===== src/rtl/pwm_steer_pkg.sv =====
// Shared encodings for the bridge PWM steering stage.
// Assumes: leg index 0 = A, 1 = B, 2 = C, 3 = D throughout.
package pwm_steer_pkg;

    typedef enum logic [1:0] {
        BR_SINGLE = 2'b00,
        BR_FWD    = 2'b01,
        BR_HALF   = 2'b10,
        BR_REV    = 2'b11
    } bridge_cfg_e;

    localparam int NUM_LEGS = 4;
    localparam int LEG_A    = 0;
    localparam int LEG_B    = 1;
    localparam int LEG_C    = 2;
    localparam int LEG_D    = 3;

endpackage


===== src/rtl/pwm_shadow_regs.sv =====
// Shadow (double-buffer) registers for every control input.
// Loads all controls together on the clock where period_start is high,
// so a period always runs with one consistent set of settings.
// Assumes: period_start is high for exactly one clock per period.
module pwm_shadow_regs
    import pwm_steer_pkg::*;
#(
    parameter int CNT_W = 10,
    parameter int DB_W  = 7
) (
    input  logic              clk,
    input  logic              rst_n,
    input  logic              period_start,
    input  logic [CNT_W-1:0]  duty_in,
    input  logic [CNT_W-1:0]  period_in,
    input  bridge_cfg_e       cfg_in,
    input  logic [1:0]        pol_in,
    input  logic [DB_W-1:0]   dead_in,
    input  logic [NUM_LEGS-1:0] steer_in,
    output logic [CNT_W-1:0]  duty_act,
    output logic [CNT_W-1:0]  period_act,
    output bridge_cfg_e       cfg_act,
    output logic [1:0]        pol_act,
    output logic [DB_W-1:0]   dead_act,
    output logic [NUM_LEGS-1:0] steer_act
);

    // Capture the pending settings at the start of each period.
    always_ff @(posedge clk) begin
        if (!rst_n) begin
            duty_act   <= '0;
            period_act <= '0;
            cfg_act    <= BR_SINGLE;
            pol_act    <= '0;
            dead_act   <= '0;
            steer_act  <= '0;
        end else if (period_start) begin
            duty_act   <= duty_in;
            period_act <= period_in;
            cfg_act    <= cfg_in;
            pol_act    <= pol_in;
            dead_act   <= dead_in;
            steer_act  <= steer_in;
        end
    end

endmodule


===== src/rtl/pwm_duty_cmp.sv =====
// Duty comparator: produces the registered modulated signal.
// High while the timer count is below the duty; high for the whole period
// when the duty reaches or exceeds the period value. On the reload clock
// it compares against the values being loaded, so the new period's first
// count already uses the new settings.
// Assumes: timer count restarts at 0 after the period value.
module pwm_duty_cmp #(
    parameter int CNT_W = 10
) (
    input  logic             clk,
    input  logic             rst_n,
    input  logic             period_start,
    input  logic [CNT_W-1:0] tmr_cnt,
    input  logic [CNT_W-1:0] duty_new,
    input  logic [CNT_W-1:0] period_new,
    input  logic [CNT_W-1:0] duty_act,
    input  logic [CNT_W-1:0] period_act,
    output logic             mod_q
);

    logic [CNT_W-1:0] duty_eff;
    logic [CNT_W-1:0] period_eff;
    logic             full_on;
    logic             mod_d;

    // Select the settings that govern the current count.
    always_comb begin
        duty_eff   = period_start ? duty_new   : duty_act;
        period_eff = period_start ? period_new : period_act;
        full_on    = (duty_eff >= period_eff);
        mod_d      = full_on || (tmr_cnt < duty_eff);
    end

    // Register the modulated signal.
    always_ff @(posedge clk) begin
        if (!rst_n) mod_q <= 1'b0;
        else        mod_q <= mod_d;
    end

endmodule


===== src/rtl/pwm_dead_leg.sv =====
// One dead-time leg: delays each rising edge of its raw input by dead_len
// clocks and passes falling edges straight through.
// Assumes: dead_len is stable while raw is high (it only changes at period
// start, where a shorter value simply releases the leg earlier).
module pwm_dead_leg #(
    parameter int DB_W = 7
) (
    input  logic            clk,
    input  logic            rst_n,
    input  logic            raw,
    input  logic [DB_W-1:0] dead_len,
    output logic            leg
);

    logic [DB_W-1:0] wait_cnt;

    // Output is active once the raw input has been high for dead_len clocks.
    always_comb begin
        leg = raw && (wait_cnt >= dead_len);
    end

    // Count clocks since the raw input rose, saturating at dead_len.
    always_ff @(posedge clk) begin
        if (!rst_n)                   wait_cnt <= '0;
        else if (!raw)                wait_cnt <= '0;
        else if (wait_cnt < dead_len) wait_cnt <= wait_cnt + 1'b1;
    end

endmodule


===== src/rtl/pwm_steer_out.sv =====
// Output stage: maps the modulated signal and dead-time legs onto the four
// legs for the selected bridge mode, applies per-pair polarity and registers
// the pin levels and pin-enables. Released legs are driven to level 0.
// Assumes: leg_a/leg_b are only meaningful in half-bridge mode.
module pwm_steer_out
    import pwm_steer_pkg::*;
(
    input  logic                clk,
    input  logic                rst_n,
    input  bridge_cfg_e         cfg_act,
    input  logic [1:0]          pol_act,
    input  logic [NUM_LEGS-1:0] steer_act,
    input  logic                mod_q,
    input  logic                leg_a,
    input  logic                leg_b,
    output logic [NUM_LEGS-1:0] pin_o,
    output logic [NUM_LEGS-1:0] pin_oe_o
);

    logic [NUM_LEGS-1:0] active;
    logic [NUM_LEGS-1:0] enable;
    logic [NUM_LEGS-1:0] low_mask;
    logic [NUM_LEGS-1:0] level_d;

    // Decide which legs are driven and their active/inactive state.
    always_comb begin
        active = '0;
        enable = '0;
        unique case (cfg_act)
            BR_SINGLE: begin
                active = steer_act & {NUM_LEGS{mod_q}};
                enable = steer_act;
            end
            BR_FWD: begin
                active[LEG_A] = 1'b1;
                active[LEG_D] = mod_q;
                enable        = '1;
            end
            BR_REV: begin
                active[LEG_C] = 1'b1;
                active[LEG_B] = mod_q;
                enable        = '1;
            end
            BR_HALF: begin
                active[LEG_A] = leg_a;
                active[LEG_B] = leg_b;
                enable[LEG_A] = 1'b1;
                enable[LEG_B] = 1'b1;
            end
            default: begin
                active = '0;
                enable = '0;
            end
        endcase
    end

    // Apply pair polarity on enabled legs; released legs sit at 0.
    for (genvar g = 0; g < NUM_LEGS; g++) begin : g_pol
        localparam bit IS_AC = (g == LEG_A) || (g == LEG_C);
        always_comb begin
            low_mask[g] = IS_AC ? pol_act[1] : pol_act[0];
            level_d[g]  = enable[g] & (active[g] ^ low_mask[g]);
        end
    end

    // Register the pin levels and enables.
    always_ff @(posedge clk) begin
        if (!rst_n) begin
            pin_o    <= '0;
            pin_oe_o <= '0;
        end else begin
            pin_o    <= level_d;
            pin_oe_o <= enable;
        end
    end

endmodule


===== src/rtl/pwm_bridge_steer.sv =====
// Top of the bridge PWM steering stage.
// Shadow registers -> duty comparator -> two dead-time legs -> steering and
// polarity output register. Pin latency from timer count is two clocks.
// Assumes: the external timer counts 0..period_i and wraps to 0.
module pwm_bridge_steer
    import pwm_steer_pkg::*;
#(
    parameter int DUTY_HI_W = 8,
    parameter int DUTY_LO_W = 2,
    parameter int DB_W      = 7,
    localparam int CNT_W    = DUTY_HI_W + DUTY_LO_W
) (
    input  logic                 clk,
    input  logic                 rst_n,
    input  logic [CNT_W-1:0]     tmr_cnt_i,
    input  logic [CNT_W-1:0]     period_i,
    input  logic [DUTY_HI_W-1:0] duty_hi_i,
    input  logic [DUTY_LO_W-1:0] duty_lo_i,
    input  logic [1:0]           bridge_cfg_i,
    input  logic [1:0]           pol_low_i,
    input  logic [DB_W-1:0]      dead_i,
    input  logic [3:0]           steer_i,
    output logic [3:0]           pin_o,
    output logic [3:0]           pin_oe_o
);

    logic                period_start;
    logic [CNT_W-1:0]    duty_new;
    bridge_cfg_e         cfg_new;
    logic [CNT_W-1:0]    duty_act;
    logic [CNT_W-1:0]    period_act;
    bridge_cfg_e         cfg_act;
    logic [1:0]          pol_act;
    logic [DB_W-1:0]     dead_act;
    logic [NUM_LEGS-1:0] steer_act;
    logic                mod_q;
    logic [1:0]          leg_raw;
    logic [1:0]          leg_db;
    logic                leg_a;
    logic                leg_b;

    // Period start, concatenated duty and typed configuration.
    always_comb begin
        period_start = (tmr_cnt_i == '0);
        duty_new     = {duty_hi_i, duty_lo_i};
        cfg_new      = bridge_cfg_e'(bridge_cfg_i);
        leg_raw      = {~mod_q, mod_q};
        leg_a        = leg_db[0];
        leg_b        = leg_db[1];
    end

    pwm_shadow_regs #(.CNT_W(CNT_W), .DB_W(DB_W)) u_shadow (
        .clk          (clk),
        .rst_n        (rst_n),
        .period_start (period_start),
        .duty_in      (duty_new),
        .period_in    (period_i),
        .cfg_in       (cfg_new),
        .pol_in       (pol_low_i),
        .dead_in      (dead_i),
        .steer_in     (steer_i),
        .duty_act     (duty_act),
        .period_act   (period_act),
        .cfg_act      (cfg_act),
        .pol_act      (pol_act),
        .dead_act     (dead_act),
        .steer_act    (steer_act)
    );

    pwm_duty_cmp #(.CNT_W(CNT_W)) u_cmp (
        .clk          (clk),
        .rst_n        (rst_n),
        .period_start (period_start),
        .tmr_cnt      (tmr_cnt_i),
        .duty_new     (duty_new),
        .period_new   (period_i),
        .duty_act     (duty_act),
        .period_act   (period_act),
        .mod_q        (mod_q)
    );

    // Two dead-time legs: index 0 follows the modulated signal (A),
    // index 1 follows its complement (B).
    for (genvar g = 0; g < 2; g++) begin : g_leg
        pwm_dead_leg #(.DB_W(DB_W)) u_leg (
            .clk      (clk),
            .rst_n    (rst_n),
            .raw      (leg_raw[g]),
            .dead_len (dead_act),
            .leg      (leg_db[g])
        );
    end

    pwm_steer_out u_out (
        .clk       (clk),
        .rst_n     (rst_n),
        .cfg_act   (cfg_act),
        .pol_act   (pol_act),
        .steer_act (steer_act),
        .mod_q     (mod_q),
        .leg_a     (leg_a),
        .leg_b     (leg_b),
        .pin_o     (pin_o),
        .pin_oe_o  (pin_oe_o)
    );

endmodule


===== config.mk =====
export PLATFORM = sky130hd
export DESIGN_NAME = pwm_bridge_steer
export DESIGN_NICKNAME = d
export VERILOG_FILES = /design/src/rtl/pwm_steer_pkg.sv /design/src/rtl/pwm_shadow_regs.sv /design/src/rtl/pwm_duty_cmp.sv /design/src/rtl/pwm_dead_leg.sv /design/src/rtl/pwm_steer_out.sv /design/src/rtl/pwm_bridge_steer.sv
export SDC_FILE = /design/constraint.sdc
export NUM_CORES = 1
export LEC_CHECK = 0
export ABC_CLOCK_PERIOD_IN_PS = 2780
export BUFFER_PORTS_ARGS = -buffer_cell sky130_fd_sc_hd__buf_2
export CORE_ASPECT_RATIO = 0.9
export CORE_MARGIN = 4
export CORE_UTILIZATION = 51
export DETAILED_ROUTE_END_ITERATION = 10
export PLACE_DENSITY_LB_ADDON = 0.05
export SLEW_MARGIN = 0
export SYNTH_ARGS = -nofsm -noshare
export SYNTH_HDL_FRONTEND = slang
export SYNTH_SLANG_ARGS = --single-unit

===== constraint.sdc =====
create_clock -name clk -period 2.78 [get_ports clk]
set_clock_uncertainty 0.1 [all_clocks]
set_input_delay 0.139 -clock clk [delete_from_list [all_inputs] [get_ports clk]]
set_output_delay 0.139 -clock clk [all_outputs]
set_load 0.02 [all_outputs]

# Yosys cells after proc, flatten, opt, wreduce, memory -nomap -nowiden
# Cells that the tools add are included.
[word_totals] inputBits=47 reg_bits=58 word_cells=50 output_inout_bits=8
[op_classes] eq_ne=3 n_lt_le_gt_ge=6 n_bitwise=11 n_addsub=2 reduce_logical=9 mux=8
[op_table] operator="2-to-1 mux 10 bit" n=2
[op_table] operator="adder 7 x 1 -> 7 bit, second input constant" n=2
[op_table] operator="greater-or-equal comparator 7 bit" n=2
[op_table] operator="less-than comparator 7 bit" n=2
[op_table] operator="greater-or-equal comparator 10 bit" n=1
[op_table] operator="logical NOT 10 bit" n=1
[op_table] operator="less-than comparator 10 bit" n=1
[op_table] operator="case mux 2 bit (2 select lines)" n=2
[op_table] operator="case mux 1 bit (3 select lines)" n=2
[op_table] operator="bitwise AND 1 bit" n=4
[op_table] operator="bitwise AND 4 bit" n=1
[op_table] operator="== test 2 bit, second input constant" n=2
[op_table] operator="case mux 1 bit (2 select lines)" n=2
[op_table] operator="OR reduction 2 bit" n=2
[op_table] operator="bitwise XOR 1 bit" n=4
[op_table] operator="OR reduction 3 bit" n=1
[op_table] operator="== test 2 x 1 -> 1 bit, second input constant" n=1
[op_table] operator="logical AND 1 bit" n=2
[op_table] operator="logical NOT 2 bit" n=1
[op_table] operator="inverter 1 bit" n=2
[op_table] operator="AND reduction 2 bit" n=1
[op_table] operator="logical OR 1 bit" n=1

# Longest topological paths before layout
# Gate-level depths: netlist (run 1).
[depth] ltp_word=5 ltp_mapped=13 ltp_nobuf=11

# Cells and area by module
# A second synthesis (run 1) with hierarchy kept.
[unflattened] cells_unflattened=372 hier_area_um2=3570.9
[modules_own_cells] module="pwm_shadow_regs" area_each_um2=1352.5 instances=1 cells_per_inst=112
[modules_own_cells] module="pwm_dead_leg" area_each_um2=536.8 instances=2 cells_per_inst=66
[modules_own_cells] module="pwm_duty_cmp" area_each_um2=661.9 instances=1 cells_per_inst=76
[modules_own_cells] module="pwm_steer_out" area_each_um2=451.7 instances=1 cells_per_inst=48
[modules_own_cells] module="pwm_bridge_steer" area_each_um2=31.3 instances=1 cells_per_inst=4

# Worst setup path before layout (run 1)
# OpenSTA, ideal clock, no wires.
[synth_path] path_kind="input port to flip-flop" startpoint="input tmr_cnt_i[0]" endpoint="register u_cmp.mod_q" arrival_ns=2.372 setup_time_ns=0.128 setup_slack_ns=0.180 path_stages=11 path_cell_list="nor4_4 and3_1 buf_6 buf_12 mux2i_1 ha_1 a2111oi_4 nor2_1 maj3_2 a31oi_1 o211ai_2"
[synth_between] elab_chain_cells=4 word_cells_on_any_way=6 classes_between="2 x order compare; 2 x mux; 2 x reduce/logical"
[synth_rtl] item="start, declared" line="pwm_bridge_steer.sv:15" source="input logic [CNT_W-1:0] tmr_cnt_i,"
[synth_rtl] item="logical NOT 10 bit" line="pwm_bridge_steer.sv:44" source="period_start = (tmr_cnt_i == '0);"
[synth_rtl] item="2-to-1 mux 10 bit, on equally long branches"
[synth_rtl] item="greater-or-equal comparator 10 bit or less-than comparator 10 bit (tied branches)" line="pwm_duty_cmp.sv:30, pwm_duty_cmp.sv:31"
[synth_rtl] item="logical OR 1 bit (*)" line="pwm_duty_cmp.sv:31" source="mod_d = full_on || (tmr_cnt < duty_eff);"
[synth_rtl] item="end signal, assigned" line="pwm_duty_cmp.sv:37" source="else mod_q <= mod_d;"
[synth_rtl] item="end, declared" line="pwm_duty_cmp.sv:18" source="output logic mod_q"
# Mark *: on every way between the ends. The rest lies on a longest branch, timed or not.
# A chain may end at the register's enable or synchronous reset.

# Worst setup path after layout (run 1)
[layout_path] startpoint="input tmr_cnt_i[3]" endpoint="register u_cmp.mod_q"
# The elaborated chain is that of the path after synthesis.

==> qor.json, run 1 <==
{
  "route": {
    "postRouteWirelength_mm": 7.29,
    "met3RoutedLength_microns": 263,
    "pre_antenna_drt_iters": 4,
    "highest-signal-layer": "met4",
    "drcViolationCount": 0,
    "vias_per_cell": 5.15,
    "detailroute.via_count": 2837,
    "detail_route.iter0.violations": 78,
    "routed-wl-met2_mm": 3.47,
    "postRouteAntennaNets": 0,
    "wl_per_cell_microns": 13.2,
    "wirelength_met1_mm": 3.47
  },
  "synthesis": {
    "yosys.cell_types.count": 49,
    "top_cells_by_area_synth": "sky130_fd_sc_hd__dfxtp_1 (34%), sky130_fd_sc_hd__ha_1 (14%), sky130_fd_sc_hd__nand2_1 (5.1%)",
    "ys.flop_type": "sky130_fd_sc_hd__dfxtp_1",
    "synthesis.area_sq_um": 3390,
    "synth_edf_count": 0,
    "postSynthNetCount": 457,
    "synth_area_leader_cell": "sky130_fd_sc_hd__dfxtp_1",
    "synthDominantCellAreaShare": 0.343,
    "yosys_warnings": 0,
    "ys_seq_area_frac": 0.343,
    "synth_async_reset_ratio": 0,
    "ys_top_cells_by_count": "sky130_fd_sc_hd__dfxtp_1 (58), sky130_fd_sc_hd__nand2_1 (46), sky130_fd_sc_hd__ha_1 (38), sky130_fd_sc_hd__inv_1 (28), sky130_fd_sc_hd__nor2_1 (23)",
    "yosys.cell_count.top_type": "sky130_fd_sc_hd__dfxtp_1",
    "syn-instance-count": 372,
    "syn_area_per_cell_sq_um": 9.10,
    "synth.ff_latch_count": 58
  },
  "floorplanning": {
    "ios": 55,
    "die_y_microns": 85.3,
    "initial_core_util": 0.539,
    "placeableCoreArea_sq_um": 6280,
    "floorplan.die_area_sq_um": 8010,
    "number_of_core_rows": 27,
    "die_w_microns": 93.9
  },
  "run": {
    "maxCapViolations": 0
  },
  "final_layout": {
    "layout.cell_area.non_filler_sq_um": 4220,
    "multiInputGateArea_sq_um": 2020,
    "ff_latch_area_sq_um": 1160,
    "final_layout_size_suffix_gt1_frac": 0.218,
    "num-fill-cells": 555,
    "final_nets": 545,
    "flow.area_growth_from_synthesis_pct": 24.6,
    "num_antenna_cells": 0
  },
  "hold_path": {
    "hold_class": "in -> reg",
    "hold_end": "u_shadow.period_act[5]",
    "worst_hold_path.num_cells": 3,
    "worstHoldStart": "period_i[5]"
  },
  "placement": {
    "hpwlAfterDp_mm": 5.57,
    "postPlaceCellArea_sq_um": 3790,
    "buffer_ports.inserted": 54,
    "gp_congestion": 0.817
  },
  "critical_path": {
    "ff2ff_setup_slack_ns": 0.52,
    "startpoint_type": "input port",
    "rr_worst_depth": 8,
    "cp.required_ns": 2.89,
    "timing.rr.end": "u_cmp.mod_q",
    "regToRegStartpoint": "u_shadow.duty_act[0]",
    "crit_type": "in -> reg",
    "end_kind": "flip-flop",
    "path_max_fanout": 7,
    "arrival_ns": 2.62
  },
  "grt": {
    "global_route.usage.total": 0.200,
    "grt_start_max_net_pins": 28,
    "grt_first_pass_wirelength_mm": 12.8,
    "grt_antenna_before_repair": 0,
    "grt_pass1_vias": 2845,
    "grt_remaining_overflow": 0
  },
  "clock_network": {
    "clock_latency_ns": 0.33,
    "postCtsSetupBuffers": 0,
    "postCtsResizedCells": 0,
    "clkTransAtPathRegs_ns": 0.06,
    "htree_num_levels": 3,
    "ctsRootBufferMaster": "sky130_fd_sc_hd__clkbuf_8",
    "cts-buffers-inserted": 9,
    "cts_tree": "yes",
    "numClockSinks": 58,
    "clock_tree.buffer_depth": 2
  },
  "status": {
    "result_of_the_run": "complete, no violations"
  },
  "timing": {
    "tightest_pin_transition_ns": 0.580,
    "timing_hold_violations_final": 0,
    "timing.final.max_slew_violations": 0,
    "final_cycle_utilization_of_the_critical_path": 0.904,
    "finalWorstPathRequiredPeriod_ns": 2.51,
    "max_slew_margin": 0.613,
    "endpoints_failing_setup": 0,
    "rsz0062_at_grt": "false",
    "max_freq_ghz": 0.398,
    "hold-worst-slack_ns": 0.00577
  },
  "pwr": {
    "power_density_nw_per_um2": 456,
    "design_power_total_w": 0.00192,
    "internal_power_w": 0.00154,
    "vdd_drop_max_uv": 261,
    "power.share.switching": 0.200,
    "p_leak_nw": 1.79,
    "power.net_switching_w": 0.000385,
    "comb_power_share": 0.060,
    "part_of_the_power_in_the_clock_network": 0.505,
    "power.sequential.fraction": 0.434
  }
}
-- kinds of logic after synthesis --
kind of cell / after synthesis / synth area share
compound gates: 67 / 0.145
xor+xnor: 14 / 0.0362
fa+ha+maj: 39 / 0.144
buf+inv: 40 / 0.0613
flops: 58 / 0.343
mux: 18 / 0.0554
simple gates: 136 / 0.215
-- final cells by class --
cell class | count | share of cell area
multi-input cells | 274 | 0.478
clock buffers | 11 | 0.0359
clock inverters | 4 | 0.0234
flip-flops and latches | 58 | 0.275
inverters | 28 | 0.0249
well taps | 87 | 0.0258
repair buffers | 89 | 0.137
-- through the flow --
stage	instances	setup slack [ns]	TNS, ns	utilization
finish	551	0.266	0	0.672
CTS	551	0.269	0	0.672
global route	551	0.0163	0	0.672
detailed placement	518	-0.0870	-0.0870	0.603
floorplan	372	0.180	0	-
global placement	518	-0.0105	-0.0105	0.603
-- per-layer routing --
layer / vias to the layer above / track usage
li1: 1467 / -
met1: 1306 / 0.251
met2: 56 / 0.340
met3: 8 / 0.0443
met4: 0 / 0.0591
met5: - / 0
-- worst max-delay path, cell delays in order --
cell and delay, ns:
sky130_fd_sc_hd__buf_2 0.12, sky130_fd_sc_hd__nor4_4 0.27, sky130_fd_sc_hd__and3_1 0.38, sky130_fd_sc_hd__buf_4 0.19, sky130_fd_sc_hd__mux2i_1 0.24, sky130_fd_sc_hd__ha_1 0.28, sky130_fd_sc_hd__o21a_1 0.19, sky130_fd_sc_hd__nor2_1 0.12
sky130_fd_sc_hd__nor2_1 0.07, sky130_fd_sc_hd__maj3_2 0.31, sky130_fd_sc_hd__a31oi_1 0.20, sky130_fd_sc_hd__o211ai_2 0.10
-- timing repair --
action / CTS / global route
hold endpoints to repair: 18 / 0
endpoints found under the setup margin: 0 / 0
hold buffers: 18 / 0
-- cell usage in the layout (no fill, tap or decap), types with 3 or more instances in the layout --
| master | n |
|---|---|
| sky130_fd_sc_hd__nand2_1 | 46 |
| sky130_fd_sc_hd__o21ai_0 | 8 |
| sky130_fd_sc_hd__nand3_1 | 8 |
| sky130_fd_sc_hd__buf_4 | 17 |
| sky130_fd_sc_hd__clkbuf_8 | 11 |
| sky130_fd_sc_hd__inv_1 | 28 |
| sky130_fd_sc_hd__a21boi_1 | 9 |
| sky130_fd_sc_hd__nor2_1 | 23 |
| sky130_fd_sc_hd__nand4_1 | 6 |
| sky130_fd_sc_hd__a21boi_0 | 11 |
| sky130_fd_sc_hd__nor4_1 | 4 |
| sky130_fd_sc_hd__dlygate4sd3_1 | 18 |
| sky130_fd_sc_hd__bufinv_16 | 3 |
| sky130_fd_sc_hd__xnor2_1 | 14 |
| sky130_fd_sc_hd__nor3_1 | 5 |
| sky130_fd_sc_hd__a31oi_1 | 5 |
| sky130_fd_sc_hd__buf_2 | 54 |
| sky130_fd_sc_hd__nor4b_1 | 3 |
| sky130_fd_sc_hd__and2_1 | 4 |
| sky130_fd_sc_hd__a21oi_1 | 15 |
| sky130_fd_sc_hd__ha_1 | 38 |
| sky130_fd_sc_hd__mux2i_1 | 16 |
| sky130_fd_sc_hd__a21o_1 | 3 |
| sky130_fd_sc_hd__nand2b_1 | 4 |
| sky130_fd_sc_hd__nor3b_1 | 3 |
| sky130_fd_sc_hd__dfxtp_1 | 58 |
| sky130_fd_sc_hd__nor2b_1 | 19 |
-- registers in the layout (all words and copies together), names as in the netlist --
| name | flops |
|---|---|
| u_shadow.pol_act | 2 |
| u_cmp.mod_q | 1 |
| u_shadow.period_act | 10 |
| g_leg.u_leg.wait_cnt | 14 |
| u_shadow.steer_act | 4 |
| u_shadow.duty_act | 10 |
| u_out.pin_o | 4 |
| u_shadow.dead_act | 7 |
| u_out.pin_oe_o | 4 |
| u_shadow.cfg_act | 2 |
-- how the worst max path moves through the flow --
stage / from / to / slack [ns] / depth (start not counted)
finish: tmr_cnt_i[3] / u_cmp.mod_q / 0.27 / 12
global route: tmr_cnt_i[3] / u_cmp.mod_q / 0.02 / 12
CTS: tmr_cnt_i[3] / u_cmp.mod_q / 0.27 / 11
detailed placement: tmr_cnt_i[3] / u_cmp.mod_q / -0.09 / 11
global placement: tmr_cnt_i[0] / u_cmp.mod_q / -0.01 / 12
floorplan: tmr_cnt_i[0] / u_cmp.mod_q / 0.18 / 11
-- power by group through the flow --
stage                     logic (W)  registers, W  clock network (W)
after CTS                  0.000116      0.000835           0.000991
after detailed placement  0.0000964      0.000854                  0
final                      0.000116      0.000835           0.000973
after global routing       0.000129      0.000835            0.00103
after global placement    0.0000957      0.000854                  0
after floorplan           0.0000436      0.000852                  0
Note: power is estimated with default switching activity, not from simulation.
==> run 2, diff against run 1 <==
--- a/config.mk
+++ b/config.mk
@@ -8,7 +8,7 @@
 export ABC_CLOCK_PERIOD_IN_PS = 2780
 export BUFFER_PORTS_ARGS = -buffer_cell sky130_fd_sc_hd__buf_2
 export CORE_ASPECT_RATIO = 0.9
-export CORE_MARGIN = 4
+export CORE_MARGIN = 2
 export CORE_UTILIZATION = 51
 export DETAILED_ROUTE_END_ITERATION = 10
 export PLACE_DENSITY_LB_ADDON = 0.05
==> qor.json, run 2 (synthesis gave the netlist of run 1 again) <==
{
  "clock_network": {
    "clkTransAtPathRegs": {"value": 0.07, "unit": "ns", "change": "was 0.06 ns"},
    "ctsRootBufferMaster": {"value": "sky130_fd_sc_hd__clkbuf_8", "change": "unchanged"},
    "postCtsSetupBuffers": {"value": 0, "change": "unchanged"},
    "numClockSinks": {"value": 58, "change": "unchanged"},
    "cts-buffers-inserted": {"value": 9, "change": "unchanged"},
    "clock_latency": {"value": 0.35, "unit": "ns", "change": "was 0.33 ns"},
    "htree_num_levels": {"value": 3, "change": "unchanged"},
    "postCtsResizedCells": {"value": 0, "change": "unchanged"},
    "clock_tree.buffer_depth": {"value": 2, "change": "unchanged"},
    "cts_tree": {"value": "yes", "change": "unchanged"},
    "cts-hold-fix-buffers": {"value": 24, "change": "was 18"}
  },
  "placement": {
    "pre_cts_slack": {"value": -0.113, "unit": "ns", "change": "was -0.0870 ns"},
    "buffer_ports.inserted": {"value": 54, "change": "unchanged"},
    "gp_congestion": {"value": 0.844, "change": "was 0.817"},
    "hpwlAfterDp": {"value": 5.39, "unit": "mm", "change": "was 5.57 mm"}
  },
  "status": {
    "result_of_the_run": {"value": "complete, no violations", "change": "unchanged"}
  },
  "final_layout": {
    "utilization": {"value": 0.654, "change": "was 0.672"},
    "num_antenna_cells": {"value": 0, "change": "unchanged"},
    "reg_top3": {"value": "g_leg.u_leg.wait_cnt x14, u_shadow.duty_act x10, u_shadow.period_act x10", "change": "unchanged"},
    "top_register": {"value": "g_leg.u_leg.wait_cnt", "change": "unchanged"},
    "largest_register_ff_count": {"value": 14, "change": "unchanged"},
    "final_common_cell": {"value": "sky130_fd_sc_hd__dfxtp_1", "change": "unchanged"},
    "final_nets": {"value": 554, "change": "was 545"},
    "flow.area_growth_from_synthesis": {"value": 25.9, "unit": "%", "change": "was 24.6%"},
    "most-common-layout-cells": {"value": "sky130_fd_sc_hd__dfxtp_1 (58), sky130_fd_sc_hd__buf_2 (54), sky130_fd_sc_hd__nand2_1 (46)", "change": "unchanged"},
    "final_layout_size_suffix_gt1_frac": {"value": 0.219, "change": "was 0.218"}
  },
  "timing": {
    "timing.final.max_slew_violations": {"value": 0, "change": "unchanged"},
    "max_slew_margin": {"value": 0.593, "change": "was 0.613"},
    "finalSetupTns": {"value": 0, "unit": "ns", "change": "unchanged"},
    "endpoints_failing_setup": {"value": 0, "change": "unchanged"},
    "max_freq": {"value": 0.394, "unit": "GHz", "change": "was 0.398 GHz"},
    "rsz0062_at_grt": {"value": "false", "change": "unchanged"},
    "finalWorstPathRequiredPeriod": {"value": 2.54, "unit": "ns", "change": "was 2.51 ns"},
    "timing.final.ws_setup": {"value": 0.239, "unit": "ns", "change": "was 0.266 ns"},
    "final_cycle_utilization_of_the_critical_path": {"value": 0.914, "change": "was 0.904"},
    "timing_hold_violations_final": {"value": 0, "change": "unchanged"},
    "tightest_pin_transition": {"value": 0.610, "unit": "ns", "change": "was 0.580 ns"}
  },
  "route": {
    "wl_per_cell": {"value": 12.6, "unit": "microns", "change": "was 13.2 microns"},
    "postRouteWirelength": {"value": 7.09, "unit": "mm", "change": "was 7.29 mm"},
    "pre_antenna_drt_iters": {"value": 4, "change": "unchanged"},
    "postRouteAntennaNets": {"value": 0, "change": "unchanged"},
    "detailroute.via_count": {"value": 2795, "change": "was 2837"},
    "vias_per_cell": {"value": 4.96, "change": "was 5.15"},
    "drcViolationCount": {"value": 0, "change": "unchanged"},
    "detail_route.iter0.violations": {"value": 65, "change": "was 78"}
  },
  "floorplanning": {
    "die_y": {"value": 81.3, "unit": "microns", "change": "was 85.3 microns"},
    "floorplan.die_area": {"value": 7310, "unit": "sq um", "change": "was 8010 sq um"},
    "die_w": {"value": 89.9, "unit": "microns", "change": "was 93.9 microns"},
    "number_of_core_rows": {"value": 28, "change": "was 27"},
    "ios": {"value": 55, "change": "unchanged"},
    "initial_core_util": {"value": 0.520, "change": "was 0.539"},
    "placeableCoreArea": {"value": 6520, "unit": "sq um", "change": "was 6280 sq um"}
  },
  "critical_path": {
    "regToRegStartpoint": {"value": "u_shadow.duty_act[0]", "change": "unchanged"},
    "rr_worst_depth": {"value": 8, "change": "unchanged"},
    "startpoint_type": {"value": "input port", "change": "unchanged"},
    "timing.rr.end": {"value": "u_cmp.mod_q", "change": "unchanged"},
    "arrival": {"value": 2.65, "unit": "ns", "change": "was 2.62 ns"},
    "path_max_fanout": {"value": 5, "change": "was 7"},
    "end_kind": {"value": "flip-flop", "change": "unchanged"},
    "cp.required": {"value": 2.89, "unit": "ns", "change": "about the same"},
    "ff2ff_setup_slack": {"value": 0.53, "unit": "ns", "change": "was 0.52 ns"},
    "crit_type": {"value": "in -> reg", "change": "unchanged"}
  },
  "grt": {
    "global_route.usage.total": {"value": 0.211, "change": "was 0.200"},
    "grt_pass1_vias": {"value": 2744, "change": "was 2845"},
    "grt_first_pass_wirelength": {"value": 12.3, "unit": "mm", "change": "was 12.8 mm"},
    "grt_remaining_overflow": {"value": 0, "change": "unchanged"},
    "grt_start_max_net_pins": {"value": 24, "change": "was 28"},
    "grt_antenna_before_repair": {"value": 0, "change": "unchanged"}
  },
  "run": {
    "maxCapViolations": {"value": 0, "change": "unchanged"}
  },
  "hold_path": {
    "hold_end": {"value": "u_shadow.period_act[1]", "change": "was u_shadow.period_act[5]"},
    "worstHoldStart": {"value": "period_i[1]", "change": "was period_i[5]"},
    "worst_hold_path.num_cells": {"value": 3, "change": "unchanged"},
    "hold_class": {"value": "in -> reg", "change": "unchanged"}
  },
  "pwr": {
    "power_density": {"value": 412, "unit": "nW/um^2", "change": "was 456 nW/um^2"},
    "vdd_drop_max": {"value": 281, "unit": "uV", "change": "was 261 uV"},
    "p_leak": {"value": 1.80, "unit": "nW", "change": "was 1.79 nW"}
  }
}
## run 2: changes by cell type in the layout (fill, tap and decap cells not counted)
cell	before	now
sky130_fd_sc_hd__bufinv_16	3	1
sky130_fd_sc_hd__clkinv_4	1	0
sky130_fd_sc_hd__clkinvlp_4	0	2
sky130_fd_sc_hd__dlygate4sd3_1	18	24
sky130_fd_sc_hd__clkbuf_1	0	1
sky130_fd_sc_hd__clkinv_2	0	1
sky130_fd_sc_hd__buf_4	17	20
## run 2: power by group
group	leakage (nW)	switching, W	internal, W	total [W]
clock	0.0986	0.000340	0.000461	0.000801
sequential	0.467	0.00000305	0.000832	0.000835
combinational	1.23	0.0000499	0.0000707	0.000121
total	1.80	0.000393	0.00136	0.00176
## run 2: critical path, cell delays in order
cell,delay (ns)
sky130_fd_sc_hd__buf_2,0.12
sky130_fd_sc_hd__nor4_4,0.28
sky130_fd_sc_hd__and3_1,0.31
sky130_fd_sc_hd__buf_4,0.17
sky130_fd_sc_hd__mux2i_1,0.25
sky130_fd_sc_hd__ha_1,0.30
sky130_fd_sc_hd__a2111oi_4,0.32
sky130_fd_sc_hd__nor2_1,0.10
sky130_fd_sc_hd__maj3_2,0.31
sky130_fd_sc_hd__a31oi_1,0.24
sky130_fd_sc_hd__o211ai_2,0.12
## run 2: worst max-delay path by stage
stage | from | to | slack (ns) | cells past startpoint
after CTS | tmr_cnt_i[0] | u_cmp.mod_q | 0.23 | 11
after detailed placement | tmr_cnt_i[0] | u_cmp.mod_q | -0.11 | 11
after floorplan | tmr_cnt_i[0] | u_cmp.mod_q | 0.18 | 11
after global routing | tmr_cnt_i[3] | u_cmp.mod_q | 0.07 | 11
final | tmr_cnt_i[0] | u_cmp.mod_q | 0.24 | 11
after global placement | tmr_cnt_i[3] | u_cmp.mod_q | 0.05 | 11
## run 2: metrics by stage
stage               cells  hold slack [ns]  power, W  cell area (sq um)
global placement      524            0.278  0.000948               3820
finish                564           0.0112   0.00176               4260
floorplan             372            0.174  0.000895               3390
global route          564           0.0219   0.00183               4260
CTS                   564          0.00336   0.00178               4260
detailed placement    524            0.286  0.000950               3820
## run 2: layer usage
metal | vias to the layer above | GRT usage | wire [microns]
li1 | 1472 | - | -
met1 | 1263 | 0.260 | 3490
met2 | 48 | 0.360 | 3220
met3 | 12 | 0.0686 | 307
met4 | 0 | 0.0569 | 77
met5 | - | 0 | 0
## run 2: final cells by class
type	count	area [sq um]
clock inverters	4	50.0
inverters	28	105
multi-input cells	274	2020
fillers	599	2250
repair buffers	98	661
well taps	90	113
clock buffers	12	155
flip-flops and latches	58	1160
==> run 3, diff against run 2 <==
--- a/config.mk
+++ b/config.mk
@@ -7,9 +7,9 @@
 export LEC_CHECK = 0
 export ABC_CLOCK_PERIOD_IN_PS = 2780
 export BUFFER_PORTS_ARGS = -buffer_cell sky130_fd_sc_hd__buf_2
-export CORE_ASPECT_RATIO = 0.9
+export CORE_ASPECT_RATIO = 1.1
 export CORE_MARGIN = 2
-export CORE_UTILIZATION = 51
+export CORE_UTILIZATION = 45
 export DETAILED_ROUTE_END_ITERATION = 10
 export PLACE_DENSITY_LB_ADDON = 0.05
 export SLEW_MARGIN = 0
==> qor.json, run 3 (synthesis gave the netlist of run 1 again) <==
{
  "status": {
    "result_of_the_run": {"value": "complete, no violations", "change": "unchanged"}
  },
  "timing": {
    "max_freq": {"value": 0.411, "unit": "GHz", "change": "was 0.394 GHz"},
    "rsz0062_at_grt": {"value": "false", "change": "unchanged"},
    "timing_hold_violations_final": {"value": 0, "change": "unchanged"},
    "endpoints_failing_setup": {"value": 0, "change": "unchanged"},
    "final_cycle_utilization_of_the_critical_path": {"value": 0.875, "change": "was 0.914"},
    "max_slew_margin": {"value": 0.601, "change": "was 0.593"},
    "tightest_pin_transition": {"value": 0.597, "unit": "ns", "change": "was 0.610 ns"},
    "finalWorstPathRequiredPeriod": {"value": 2.43, "unit": "ns", "change": "was 2.54 ns"},
    "timing.final.max_slew_violations": {"value": 0, "change": "unchanged"}
  },
  "clock_network": {
    "clock_tree.buffer_depth": {"value": 2, "change": "unchanged"},
    "ctsRootBufferMaster": {"value": "sky130_fd_sc_hd__clkbuf_8", "change": "unchanged"},
    "cts-buffers-inserted": {"value": 9, "change": "unchanged"},
    "clkTransAtPathRegs": {"value": 0.07, "unit": "ns", "change": "about the same"},
    "cts_tree": {"value": "yes", "change": "unchanged"},
    "htree_num_levels": {"value": 3, "change": "unchanged"},
    "postCtsResizedCells": {"value": 0, "change": "unchanged"},
    "cts-hold-fix-buffers": {"value": 22, "change": "was 24"},
    "postCtsSetupBuffers": {"value": 0, "change": "unchanged"},
    "numClockSinks": {"value": 58, "change": "unchanged"},
    "clock_latency": {"value": 0.34, "unit": "ns", "change": "was 0.35 ns"}
  },
  "pwr": {
    "vdd_drop_max": {"value": 223, "unit": "uV", "change": "was 281 uV"},
    "internal_power": {"value": 0.00136, "unit": "W", "change": "about the same"},
    "part_of_the_power_in_the_clock_network": {"value": 0.455, "change": "was 0.456"},
    "power_density": {"value": 416, "unit": "nW/um^2", "change": "was 412 nW/um^2"},
    "power.sequential.fraction": {"value": 0.477, "change": "was 0.475"},
    "power.share.switching": {"value": 0.222, "change": "was 0.224"},
    "power.net_switching": {"value": 0.000389, "unit": "W", "change": "was 0.000393 W"},
    "comb_power_share": {"value": 0.068, "change": "was 0.069"},
    "p_leak": {"value": 1.78, "unit": "nW", "change": "was 1.80 nW"}
  },
  "final_layout": {
    "utilization": {"value": 0.570, "change": "was 0.654"},
    "ff_latch_area": {"value": 1160, "unit": "sq um", "change": "unchanged"},
    "final_layout_size_suffix_gt1_frac": {"value": 0.215, "change": "was 0.219"},
    "reg_top3": {"value": "g_leg.u_leg.wait_cnt x14, u_shadow.duty_act x10, u_shadow.period_act x10", "change": "unchanged"},
    "num_antenna_cells": {"value": 0, "change": "unchanged"},
    "flow.area_growth_from_synthesis": {"value": 24.5, "unit": "%", "change": "was 25.9%"},
    "non_filler_instance_count_after_layout": {"value": 556, "change": "was 564"},
    "multiInputGateArea": {"value": 2020, "unit": "sq um", "change": "unchanged"},
    "final_common_cell": {"value": "sky130_fd_sc_hd__dfxtp_1", "change": "unchanged"},
    "top_register": {"value": "g_leg.u_leg.wait_cnt", "change": "unchanged"},
    "layout.cell_area.non_filler": {"value": 4220, "unit": "sq um", "change": "was 4260 sq um"},
    "most-common-layout-cells": {"value": "sky130_fd_sc_hd__dfxtp_1 (58), sky130_fd_sc_hd__buf_2 (54), sky130_fd_sc_hd__nand2_1 (46)", "change": "unchanged"},
    "num-fill-cells": {"value": 673, "change": "was 599"},
    "largest_register_ff_count": {"value": 14, "change": "unchanged"},
    "final_nets": {"value": 549, "change": "was 554"}
  },
  "route": {
    "postRouteWirelength": {"value": 7.15, "unit": "mm", "change": "was 7.09 mm"},
    "pre_antenna_drt_iters": {"value": 4, "change": "unchanged"},
    "postRouteAntennaNets": {"value": 0, "change": "unchanged"},
    "wl_per_cell": {"value": 12.9, "unit": "microns", "change": "was 12.6 microns"},
    "detail_route.iter0.violations": {"value": 107, "change": "was 65"},
    "vias_per_cell": {"value": 5.04, "change": "was 4.96"},
    "detailroute.via_count": {"value": 2802, "change": "was 2795"},
    "drcViolationCount": {"value": 0, "change": "unchanged"}
  },
  "critical_path": {
    "ff2ff_setup_slack": {"value": 0.58, "unit": "ns", "change": "was 0.53 ns"},
    "startpoint_type": {"value": "input port", "change": "unchanged"},
    "crit_path_max_incr_delay": {"value": 0.45, "unit": "ns", "change": "was 0.32 ns"},
    "timing.critical_path.cells": {"value": "buf_2, nor4_4, and3_1, buf_4, mux2i_1, ha_1, a21o_1, a2111oi_0, nor3_1, a31oi_1, o211ai_2", "change": "was buf_2, nor4_4, and3_1, buf_4, mux2i_1, ha_1, a2111oi_4, nor2_1, maj3_2, a31oi_1, o211ai_2"},
    "regToRegStartpoint": {"value": "u_shadow.duty_act[0]", "change": "unchanged"},
    "crit_type": {"value": "in -> reg", "change": "unchanged"},
    "path_max_fanout": {"value": 5, "change": "unchanged"},
    "arrival": {"value": 2.55, "unit": "ns", "change": "was 2.65 ns"},
    "end_kind": {"value": "flip-flop", "change": "unchanged"},
    "worst_path_max_delay_cell": {"value": "sky130_fd_sc_hd__a2111oi_0", "change": "was sky130_fd_sc_hd__a2111oi_4"},
    "timing.rr.end": {"value": "u_cmp.mod_q", "change": "unchanged"},
    "cp.required": {"value": 2.90, "unit": "ns", "change": "was 2.89 ns"},
    "rr_worst_depth": {"value": 8, "change": "unchanged"}
  },
  "placement": {
    "postPlaceCellArea": {"value": 3790, "unit": "sq um", "change": "was 3820 sq um"},
    "buffer_ports.inserted": {"value": 54, "change": "unchanged"},
    "placed_cells_incl_taps": {"value": 518, "change": "was 524"},
    "gp_congestion": {"value": 0.815, "change": "was 0.844"},
    "hpwlAfterDp": {"value": 5.40, "unit": "mm", "change": "was 5.39 mm"}
  },
  "grt": {
    "grt_remaining_overflow": {"value": 0, "change": "unchanged"},
    "grt_first_pass_wirelength": {"value": 12.4, "unit": "mm", "change": "was 12.3 mm"},
    "grt_start_max_net_pins": {"value": 43, "change": "was 24"},
    "grt_pass1_vias": {"value": 2757, "change": "was 2744"},
    "grt_antenna_before_repair": {"value": 0, "change": "unchanged"},
    "global_route.usage.total": {"value": 0.194, "change": "was 0.211"}
  },
  "floorplanning": {
    "die_w": {"value": 86.7, "unit": "microns", "change": "was 89.9 microns"},
    "number_of_core_rows": {"value": 33, "change": "was 28"},
    "initial_core_util": {"value": 0.458, "change": "was 0.520"},
    "ios": {"value": 55, "change": "unchanged"},
    "placeableCoreArea": {"value": 7390, "unit": "sq um", "change": "was 6520 sq um"},
    "floorplan.die_area": {"value": 8230, "unit": "sq um", "change": "was 7310 sq um"},
    "die_y": {"value": 95.0, "unit": "microns", "change": "was 81.3 microns"}
  },
  "hold_path": {
    "worst_hold_path.num_cells": {"value": 3, "change": "unchanged"},
    "hold_class": {"value": "in -> reg", "change": "unchanged"},
    "hold_end": {"value": "u_shadow.period_act[8]", "change": "was u_shadow.period_act[1]"},
    "worstHoldStart": {"value": "period_i[8]", "change": "was period_i[1]"}
  },
  "run": {
    "maxCapViolations": {"value": 0, "change": "unchanged"}
  }
}
[run 3: worst max-delay path by stage]
stage | from | to | slack, ns | depth (start not counted)
5_1_grt | tmr_cnt_i[3] | u_cmp.mod_q | 0.17 | 12
4_1_cts | tmr_cnt_i[0] | u_cmp.mod_q | 0.34 | 11
2_1_floorplan | tmr_cnt_i[0] | u_cmp.mod_q | 0.18 | 11
6_report | tmr_cnt_i[3] | u_cmp.mod_q | 0.35 | 11
3_3_place_gp | tmr_cnt_i[0] | u_cmp.mod_q | 0.04 | 13
3_5_place_dp | tmr_cnt_i[0] | u_cmp.mod_q | -0.05 | 11
[run 3: per-stage QoR]
stage	setup slack, ns	power, W	setup TNS (ns)	hold WS, ns
finish	0.346	0.00175	0	0.00983
global route	0.170	0.00184	0	0.00764
CTS	0.336	0.00177	0	0.00421
detailed placement	-0.0459	0.000950	-0.0459	0.289
global placement	0.0439	0.000949	0	0.280
floorplan	0.180	0.000895	0	0.174
[run 3: cell type report]
| cell class | instances | area share |
|---|---|---|
| Multi-Input combinational cell | 274 | 0.478 |
| Sequential cell | 58 | 0.275 |
| Timing Repair Buffer | 93 | 0.147 |
| Clock buffer | 12 | 0.0368 |
| Tap cell | 87 | 0.0258 |
| Inverter | 28 | 0.0249 |
| Clock inverter | 4 | 0.0119 |
[run 3: power groups by stage]
| stage | sequential (W) | clock, W | combinational, W |
|---|---|---|---|
| after floorplan | 0.000852 | 0 | 0.0000436 |
| after global placement | 0.000854 | 0 | 0.0000946 |
| after detailed placement | 0.000854 | 0 | 0.0000959 |
| after CTS | 0.000836 | 0.000816 | 0.000120 |
| after global routing | 0.000835 | 0.000869 | 0.000132 |
| final | 0.000836 | 0.000797 | 0.000120 |
[run 3: per-layer routing]
metal  GRT usage  wire length, microns  up-vias
li1            -                     -     1467
met1       0.236                  3280     1286
met2       0.333                  3560       40
met3      0.0524                   208        9
met4      0.0586                   100        0
met5           0                     0        -
[run 3: critical path, delay by kind of cell]
family	cells	cell delay, ns
buffers and inverters	2	0.30
AND/OR/NAND/NOR	3	0.68
multiplexers	1	0.23
adder cells (fa/ha/maj)	1	0.30
AO/OA/AOI/OAI	4	0.91
